--- src/rtl/acc_timer_pkg.sv ---
package acc_timer_pkg;
  typedef enum logic [1:0] {
    SRC_SYS  = 2'd0,
    SRC_XTAL = 2'd1,
    SRC_EXT  = 2'd2,
    SRC_RC   = 2'd3
  } src_e;

  // packed MSB first: src[5:4], route[3], wrap[2], one_shot[1], enable[0]
  typedef struct packed {
    src_e src;
    logic route_irq;
    logic wrap;
    logic one_shot;
    logic enable;
  } ctrl_t;

  localparam int unsigned CTRL_W  = $bits(ctrl_t);
  localparam int unsigned N_SLOW  = 3;
  localparam int unsigned IDX_CTRL = 0;
  localparam int unsigned IDX_STEP = 1;
  localparam int unsigned IDX_THR  = 2;
  localparam int unsigned IDX_CNT  = 3;
  localparam int unsigned IDX_STS  = 4;
endpackage

--- src/rtl/acc_tick_sync.sv ---
module acc_tick_sync #(
  parameter int unsigned N_SRC  = 3,
  parameter int unsigned STAGES = 2
) (
  input  logic             clk,
  input  logic             rst_n,
  input  logic [N_SRC-1:0] src_in,
  output logic [N_SRC-1:0] pulse
);
  localparam int unsigned SH_W = STAGES + 1;

  for (genvar i = 0; i < N_SRC; i++) begin : g_src
    logic [SH_W-1:0] sh;
    always_ff @(posedge clk or negedge rst_n) begin
      if (!rst_n) sh <= '0;
      else        sh <= {sh[SH_W-2:0], src_in[i]};
    end
    assign pulse[i] = sh[STAGES-1] & ~sh[STAGES];

    // one tick per source edge
    a_r4_single_tick: assert property (@(posedge clk) disable iff (!rst_n)
      pulse[i] |=> !pulse[i]);
  end
endmodule

--- src/rtl/acc_regs.sv ---
module acc_regs
  import acc_timer_pkg::*;
#(
  parameter int unsigned DW = 32,
  parameter int unsigned AW = 5
) (
  input  logic          clk,
  input  logic          rst_n,
  input  logic          bus_valid,
  output logic          bus_ready,
  input  logic          bus_write,
  input  logic [AW-1:0] bus_addr,
  input  logic [DW-1:0] bus_wdata,
  output logic          rsp_valid,
  input  logic          rsp_ready,
  output logic [DW-1:0] rsp_data,
  output ctrl_t         ctrl_o,
  output logic [DW-1:0] step_o,
  output logic [DW-1:0] thr_o,
  output logic          cnt_wr_o,
  output logic          sts_clr_o,
  output logic          rearm_o,
  input  logic [DW-1:0] cnt_i,
  input  logic          sticky_i
);
  localparam int unsigned IW = AW - 2;

  logic          accept, aligned;
  logic [IW-1:0] idx;
  logic          s_ctrl, s_step, s_thr, s_cnt, s_sts;
  logic [DW-1:0] rd_mux;

  assign bus_ready = !rsp_valid;
  assign accept    = bus_valid && bus_ready;
  assign aligned   = (bus_addr[1:0] == 2'b00);
  assign idx       = bus_addr[AW-1:2];

  always_comb begin
    s_ctrl = aligned && (idx == IW'(IDX_CTRL));
    s_step = aligned && (idx == IW'(IDX_STEP));
    s_thr  = aligned && (idx == IW'(IDX_THR));
    s_cnt  = aligned && (idx == IW'(IDX_CNT));
    s_sts  = aligned && (idx == IW'(IDX_STS));
    rd_mux = '0;
    if (s_ctrl)      rd_mux = {{(DW-CTRL_W){1'b0}}, ctrl_o};
    else if (s_step) rd_mux = step_o;
    else if (s_thr)  rd_mux = thr_o;
    else if (s_cnt)  rd_mux = cnt_i;
    else if (s_sts)  rd_mux = {{(DW-1){1'b0}}, sticky_i};
  end

  assign cnt_wr_o  = accept && bus_write && s_cnt;
  assign sts_clr_o = accept && bus_write && s_sts && bus_wdata[0];
  assign rearm_o   = accept && bus_write && (s_cnt || s_ctrl);

  always_ff @(posedge clk or negedge rst_n) begin
    if (!rst_n) begin
      ctrl_o    <= '0;
      step_o    <= '0;
      thr_o     <= '0;
      rsp_valid <= 1'b0;
      rsp_data  <= '0;
    end else begin
      if (accept && bus_write) begin
        if (s_ctrl) ctrl_o <= ctrl_t'(bus_wdata[CTRL_W-1:0]);
        if (s_step) step_o <= bus_wdata;
        if (s_thr)  thr_o  <= bus_wdata;
      end
      if (accept && !bus_write) begin
        rsp_valid <= 1'b1;
        rsp_data  <= rd_mux;
      end else if (rsp_valid && rsp_ready) begin
        rsp_valid <= 1'b0;
      end
    end
  end

  // a pending response is held until taken
  a_r3_rsp_hold: assert property (@(posedge clk) disable iff (!rst_n)
    rsp_valid && !rsp_ready |=> rsp_valid && $stable(rsp_data));
endmodule

--- src/rtl/acc_core.sv ---
module acc_core
  import acc_timer_pkg::*;
#(
  parameter int unsigned DW = 32
) (
  input  logic          clk,
  input  logic          rst_n,
  input  logic          tick,
  input  ctrl_t         ctrl,
  input  logic [DW-1:0] step_val,
  input  logic [DW-1:0] thr,
  input  logic          cnt_wr,
  input  logic [DW-1:0] cnt_wdata,
  input  logic          sts_clr,
  input  logic          rearm,
  output logic [DW-1:0] cnt,
  output logic          toggle,
  output logic          sticky
);
  logic          halted, adv, evt;
  logic [DW:0]   sum;

  assign adv = ctrl.enable && tick && !halted && !cnt_wr;
  assign sum = {1'b0, cnt} + {1'b0, step_val};
  assign evt = adv && (sum[DW] || ((sum[DW-1:0] >= thr) && (cnt < thr)));

  always_ff @(posedge clk or negedge rst_n) begin
    if (!rst_n) begin
      cnt    <= '0;
      toggle <= 1'b0;
      sticky <= 1'b0;
      halted <= 1'b0;
    end else begin
      if (cnt_wr)
        cnt <= cnt_wdata;
      else if (adv)
        cnt <= (evt && !ctrl.one_shot && !ctrl.wrap) ? '0 : sum[DW-1:0];

      if (evt) toggle <= ~toggle;

      if (evt)          sticky <= 1'b1;
      else if (sts_clr) sticky <= 1'b0;

      if (rearm)                     halted <= 1'b0;
      else if (evt && ctrl.one_shot) halted <= 1'b1;
    end
  end

  // disabled counter holds
  a_r5_hold_disabled: assert property (@(posedge clk) disable iff (!rst_n)
    !ctrl.enable && !cnt_wr |=> $stable(cnt));
  // halted counter holds
  a_r7_halt_hold: assert property (@(posedge clk) disable iff (!rst_n)
    halted && !cnt_wr |=> $stable(cnt));
  // event flips toggle and sets sticky
  a_r6_evt_toggle: assert property (@(posedge clk) disable iff (!rst_n)
    evt |=> (toggle != $past(toggle)) && sticky);
  // restart mode returns to zero
  a_r8_restart_zero: assert property (@(posedge clk) disable iff (!rst_n)
    evt && !ctrl.one_shot && !ctrl.wrap |=> cnt == '0);
endmodule

--- src/rtl/acc_timer.sv ---
module acc_timer
  import acc_timer_pkg::*;
#(
  parameter int unsigned DATA_W      = 32,
  parameter int unsigned ADDR_W      = 5,
  parameter int unsigned SYNC_STAGES = 2
) (
  input  logic              clk,
  input  logic              rst_n,
  input  logic              src_xtal,
  input  logic              src_ext,
  input  logic              src_rc,
  input  logic              bus_valid,
  output logic              bus_ready,
  input  logic              bus_write,
  input  logic [ADDR_W-1:0] bus_addr,
  input  logic [DATA_W-1:0] bus_wdata,
  output logic              rsp_valid,
  input  logic              rsp_ready,
  output logic [DATA_W-1:0] rsp_data,
  output logic              tmr_gpio,
  output logic              tmr_irq
);
  ctrl_t              ctrl;
  logic [DATA_W-1:0]  step_val, thr, cnt;
  logic               cnt_wr, sts_clr, rearm, toggle, sticky, tick;
  logic [N_SLOW-1:0]  slow_pulse;

  acc_tick_sync #(.N_SRC(N_SLOW), .STAGES(SYNC_STAGES)) sync_i (
    .clk(clk), .rst_n(rst_n),
    .src_in({src_rc, src_ext, src_xtal}),
    .pulse(slow_pulse)
  );

  always_comb begin
    case (ctrl.src)
      SRC_XTAL: tick = slow_pulse[0];
      SRC_EXT:  tick = slow_pulse[1];
      SRC_RC:   tick = slow_pulse[2];
      default:  tick = 1'b1;
    endcase
  end

  acc_regs #(.DW(DATA_W), .AW(ADDR_W)) regs_i (
    .clk(clk), .rst_n(rst_n),
    .bus_valid(bus_valid), .bus_ready(bus_ready), .bus_write(bus_write),
    .bus_addr(bus_addr), .bus_wdata(bus_wdata),
    .rsp_valid(rsp_valid), .rsp_ready(rsp_ready), .rsp_data(rsp_data),
    .ctrl_o(ctrl), .step_o(step_val), .thr_o(thr),
    .cnt_wr_o(cnt_wr), .sts_clr_o(sts_clr), .rearm_o(rearm),
    .cnt_i(cnt), .sticky_i(sticky)
  );

  acc_core #(.DW(DATA_W)) core_i (
    .clk(clk), .rst_n(rst_n), .tick(tick), .ctrl(ctrl),
    .step_val(step_val), .thr(thr),
    .cnt_wr(cnt_wr), .cnt_wdata(bus_wdata),
    .sts_clr(sts_clr), .rearm(rearm),
    .cnt(cnt), .toggle(toggle), .sticky(sticky)
  );

  assign tmr_gpio = toggle & ~ctrl.route_irq;
  assign tmr_irq  = sticky &  ctrl.route_irq;

  // the two routed outputs are never high together
  a_r10_route_excl: assert property (@(posedge clk) disable iff (!rst_n)
    !(tmr_gpio && tmr_irq));
endmodule

--- config.mk ---
export PLATFORM = sky130hd
export DESIGN_NAME = acc_timer
export DESIGN_NICKNAME = d
export VERILOG_FILES = /design/src/rtl/acc_timer_pkg.sv /design/src/rtl/acc_tick_sync.sv /design/src/rtl/acc_regs.sv /design/src/rtl/acc_core.sv /design/src/rtl/acc_timer.sv
export SDC_FILE = /design/constraint.sdc
export NUM_CORES = 1
export LEC_CHECK = 0
export BUFFER_PORTS_ARGS = -buffer_cell sky130_fd_sc_hd__buf_2
export CAP_MARGIN = 20
export CORE_AREA = 2 2 124 126
export CTS_CLUSTER_SIZE = 30
export DETAILED_ROUTE_END_ITERATION = 8
export DIE_AREA = 0 0 126 128
export HOLD_SLACK_MARGIN = 0.02
export PLACE_DENSITY = 0.92
export SYNTH_ARGS = -nofsm -noshare
export SYNTH_HDL_FRONTEND = slang
export SYNTH_SLANG_ARGS = --single-unit
--- constraint.sdc ---
create_clock -name clk -period 7 [get_ports clk]
set_input_delay 2.1 -clock clk [delete_from_list [all_inputs] [get_ports clk]]
set_output_delay 2.1 -clock clk [all_outputs]
set_load 0.02 [all_outputs]
Yosys cells after proc, flatten, opt, wreduce, memory -nomap -nowiden
Index checks and enable logic that the tools add are counted.
Cells by class
  add/sub/neg operators: 1
  $lt $le $gt $ge: 2
  eq/ne operators: 7
  mux-type cells: 15
  bitwise logic cells: 10
  reductions and logical operators: 38
Operators by type and width (number)
  32-bit 2-to-1 mux: 7
  32-bit by 32-bit adder with 33-bit output: 1
  32-bit greater-or-equal comparator: 1
  32-bit less-than comparator: 1
  1-bit logical AND: 21
  2-bit nonzero test: 4
  1-bit 2-to-1 mux: 7
  3-bit by 2-bit equality test with 1-bit output (second input constant): 2
  1-bit logical NOT: 6
  2-bit AND reduction: 3
  1-bit AND: 5
  1-bit inverter: 5
  2-bit equality test (second input constant): 2
  3-bit by 1-bit equality test with 1-bit output (second input constant): 1
  3-bit equality test (second input constant): 1
  3-bit logical NOT: 1
  1-bit one-hot mux with 3 select lines: 1
  2-bit by 1-bit equality test with 1-bit output (second input constant): 1
  2-bit logical NOT: 1
  1-bit logical OR: 2
Word-level totals
  bits in registers: 147
  output and inout bits: 36

Longest topological paths before layout
  word-level depth: 12
  depth in mapped cells: 21
  mapped depth without buffers: 20

Cells and area by module
Synthesis repeated with hierarchy kept, for this count alone.
Unflattened totals
  cells, all modules: 927
  area total of the unflattened synthesis: 9780.6 sq um
Modules (own cells, without submodules)
  acc_core: times used 1, cells an instance 570, area each 4762.1 sq um, sequential area each 875.8 sq um
  acc_regs: times used 1, cells an instance 340, area each 4712.0 sq um, sequential area each 2577.5 sq um
  acc_tick_sync: times used 1, cells an instance 12, area each 266.5 sq um, sequential area each 225.2 sq um
  acc_timer: times used 1, cells an instance 5, area each 40.0 sq um, sequential area each 0.0 sq um

Worst setup path after synthesis
Ideal clock, no wire load.
  kind: register to register
  start point: register core_i.cnt[2]
  end point: register core_i.cnt[12]
  library setup time: 0.080 ns
  arrival time: 4.386 ns
  data required time: 6.920 ns
  path slack: 2.534 ns
  stages on the path, launching flop included: 21
  buffers on the path: 1
  cells stage by stage: dfrtp_1 > ha_1 > o21ai_0 > o21a_1 > or4_1 > a32oi_1 > a21o_1 > a21oi_1 > o21a_1 > xor2_1 > inv_1 > ha_1 > a21oi_1 > o21a_1 > o221ai_1 > o31a_1 > o211ai_1 > o211ai_1 > a211o_2 > buf_6 > o22ai_2
On the way
  cells in the longest elaborated chain, start to end: 10
  elaborated cells between the ends (all ways): 11
Ends and longest elaborated chain
  start, declared: RTL line acc_core.sv:16  | output logic [DW-1:0] cnt,
  start signal, assigned: RTL line acc_core.sv:35  | cnt <= cnt_wdata;
  start signal, assigned: RTL line acc_core.sv:37  | cnt <= (evt && !ctrl.one_shot && !ctrl.wrap) ? '0 : sum[DW-1:0];
  32-bit by 32-bit adder with 33-bit output: RTL line acc_core.sv:24  | assign sum = {1'b0, cnt} + {1'b0, step_val};
  32-bit greater-or-equal comparator: RTL line acc_core.sv:25  | assign evt = adv && (sum[DW] || ((sum[DW-1:0] >= thr) && (cnt < thr)));
  1-bit logical AND: RTL line acc_core.sv:25
  1-bit logical OR: RTL line acc_core.sv:25
  1-bit logical AND: RTL line acc_core.sv:25
  1-bit logical AND (2 in a row): RTL line acc_core.sv:37
  32-bit 2-to-1 mux (*): RTL line acc_core.sv:37
  32-bit 2-to-1 mux (*): RTL line acc_core.sv:36  | else if (adv)
  32-bit 2-to-1 mux (*): RTL line acc_core.sv:34  | if (cnt_wr)
Mark *: on every way between the ends. The rest lies on a longest branch, timed or not. The select of a mux whose other input is x is not followed.
A chain may end at the register's enable or synchronous reset.

Worst setup path in the final report
  start point: register core_i.cnt[16]
  end point: register core_i.cnt[25]
The elaborated chain is that of the path after synthesis.

==> impl_metrics.tcl <==
set metrics [dict create \
    diodes 0 \
    nets 1176 \
    placed_cells 1204 \
    fin_area_mm2 0.0107 \
    layout.cells.non_filler 1236 \
    maxSlewHeadroom 0.295 \
    fp.dieW_um 126 \
    switching_share 0.400 \
    clkPwrFrac 0.253 \
    firstDrtPassIters 7 \
    grt_first_pass_wirelength_um 41900 \
    drtIter0Drc 702 \
    maxSlewViolCount 0 \
    die_area_mm2 0.0161 \
    vias 8172 \
    cts_buffer_depth 2 \
    power_frac_seq 0.313 \
    critical_path.top_delay_family "compound AO/OA/AOI/OAI gates" \
    synth-main-ff-cell "dfrtp_1" \
    slowest_stage "a211o_2" \
    drt.antenna.violating_nets 0 \
    synthesis.nets 1113 \
    track_usage 0.327 \
    layout-drive-gt1-share 0.210 \
    outcome "finished clean" \
    yosys_warnings 0 \
    setup_viol 0 \
    drv_cap 0 \
    detailed_place.area_mm2 0.0100 \
    rr_startpoint "core_i.cnt[16]" \
    cts_tree "done" \
    layout_common_cells "dfrtp_1, nor2_1, ha_1, buf_2, a21oi_1" \
    async_flop_share 1.00 \
    overflow 0 \
    critPathKind "flop to flop" \
    final_common_cell "dfrtp_1" \
    worst-path-buf-inv 1 \
    synth-seq-area-share 0.387 \
    p_leak_nw 5.24 \
    cts_resized 0 \
    clock_latency_ns 0.44 \
    dpl.hpwl_um 16900 \
    fill_cells 1088 \
    antenna_found_initial 0 \
    ys_ff_latch 147 \
    postSynthAreaPerCell_um2 9.79 \
    finalCritPeriodShare 0.792 \
    worst_ep_arrival_time_ns 5.88 \
    finalHoldViolations 0 \
    ys_types 67 \
    worst_hold_path.num_cells 0 \
    crit_chain "ha_1 > a211o_1 > a211oi_1 > a2bb2oi_1 > o21ai_0 > a311oi_1 > o21bai_1 > a21o_1 > xnor2_1 > inv_1 > ha_1 > a21o_1 > a21o_1 > a21oi_1 > o21ai_0 > o211ai_1 > o211ai_1 > a211o_2 > o22ai_1" \
    hold_buffers 0 \
    synth-edff-count 0 \
    worstHoldPathType "flop to flop" \
    critPathMaxFanout 32 \
    cts_buffers 17 \
    cts.sinks 147 \
    crit_path_end_kind "flop" \
    synthCells 972 \
    crit_cells 19 \
    ctsRootBufferMaster "clkbuf_16" \
    pwr-share-comb 0.434 \
    grt_max_degree 95 \
    gp_congestion 0.945 \
    start_util 0.640 \
    cts_setup_buffers 0 \
    io_pins 81 \
    p_int_mw 2.29 \
    slowest_delay_ns 0.69 \
    core-area_mm2 0.0149 \
    path_common_cell "a21o_1" \
    startpoint "core_i.cnt[16]" \
    wl_per_cell_um 20.7 \
    rr_endpoint "core_i.cnt[25]" \
    rsz0062_at_grt "false" \
    endpoint "core_i.cnt[25]" \
    dieHeight_um 128 \
    rows 45 \
    tightest_slew_ns 1.06 \
    fin_total_pwr_mw 3.82 \
    tns_ns 0 \
    timing.reg2reg.setup_slack_ns 1.45 \
    drc 0 \
    via_per_inst 6.61 \
    clk_pin_slew_ns 0.06 \
    finClkSkew_ns 0.0117 \
    ir_drop_mv 0.234 \
    wl_um 25600 \
    htreeDepth 4 \
    period_minus_slack_ns 5.55 \
    reg2regPathDepth 19 \
    syn_area_mm2 0.00951 \
    area_growth_pct 12.0 \
    port_buffers 80 \
    required_ns 7.34 \
    p_sw_mw 1.53 \
    max_clock_freq_ghz 0.180 \
    cp-start-kind "flop" \
    grt_pass1_vias 8411 \
    p_per_area_mw_per_mm2 359 \
]
cell type report:
type	count	area [µm²]	area share
clock inverters	13	171	0.0161
well taps	188	235	0.0221
clock buffers	19	453	0.0425
repair buffers	91	489	0.0459
flip-flops and latches	147	3680	0.345
inverters	76	285	0.0268
multi-input cells	702	5340	0.501
per-layer routing:
metal	up-vias	wire (µm)	global-route usage
met4	0	1020	0.167
met1	4017	10200	0.407
met5	-	0	0
li1	3690	-	-
met2	380	12500	0.544
met3	85	1860	0.0651
power by group through the flow:
stage | clock, mW | sequential [mW] | combinational (mW)
global placement | 0 | 1.19 | 1.54
CTS | 0.975 | 1.19 | 1.63
global route | 1.01 | 1.22 | 1.84
floorplan | 0 | 1.20 | 1.16
finish | 0.968 | 1.20 | 1.66
detailed placement | 0 | 1.20 | 1.60
flip-flops by register name, summed over array words and instances, names as in the netlist:
name / count
core_i.cnt: 32
core_i.halted: 1
core_i.sticky: 1
core_i.toggle: 1
regs_i.ctrl_o: 6
regs_i.rsp_data: 32
regs_i.rsp_valid: 1
regs_i.step_o: 32
regs_i.thr_o: 32
sync_i.g_src.sh: 9
Yosys cell counts (all sizes together), types with 4 or more instances:
library cell	number	area share
nand4	10	0.0066
o211ai	7	0.0060
and3	7	0.0046
nand3	10	0.0053
nor4	4	0.0026
o22ai	32	0.028
a211o	4	0.0038
a21o	28	0.022
nand2	32	0.013
a211oi	10	0.0084
clkbuf	27	0.011
a21oi	77	0.041
nor3	8	0.0047
nor2	108	0.043
xor2	15	0.014
ha	95	0.12
dfrtp	147	0.39
a22o	26	0.024
buf	15	0.0085
a221oi	33	0.030
xnor2	15	0.014
inv	76	0.030
mux2	72	0.085
a22oi	4	0.0032
o21a	8	0.0063
dlygate4sd1	5	0.0046
a31oi	4	0.0026
o21bai	9	0.0071
nor2b	9	0.0059
o21ai	34	0.018
cells by family after synthesis:
logic type | count (synthesis) | share of synthesized area
xor gates and xnor gates | 30 | 0.0276
buffers and inverters | 123 | 0.0538
and+or+nand+nor | 210 | 0.102
DFF | 147 | 0.387
muxes | 72 | 0.0852
AOI/OAI and AO/OA | 294 | 0.218
adders and majority gates | 96 | 0.127
per-stage QoR:
step	setup WS, ns	hold WS (ns)	utilization
2_1_floorplan	2.53	0.331	-
3_3_place_gp	1.87	0.331	0.675
3_5_place_dp	1.76	0.336	0.675
4_1_cts	1.59	0.351	0.717
5_1_grt	1.16	0.357	0.717
6_report	1.45	0.349	0.717
how the worst min path moves through the flow:
stage | startpoint | endpoint | slack (ns)
5_1_grt | sync_i.g_src[1].sh[0] | sync_i.g_src[1].sh[1] | 0.36
3_5_place_dp | sync_i.g_src[0].sh[0] | sync_i.g_src[0].sh[1] | 0.34
2_1_floorplan | sync_i.g_src[0].sh[0] | sync_i.g_src[0].sh[1] | 0.33
6_report | sync_i.g_src[1].sh[0] | sync_i.g_src[1].sh[1] | 0.35
3_3_place_gp | sync_i.g_src[1].sh[0] | sync_i.g_src[1].sh[1] | 0.33
4_1_cts | sync_i.g_src[1].sh[0] | sync_i.g_src[1].sh[1] | 0.35
Note: power is estimated with default switching activity, not from simulation.
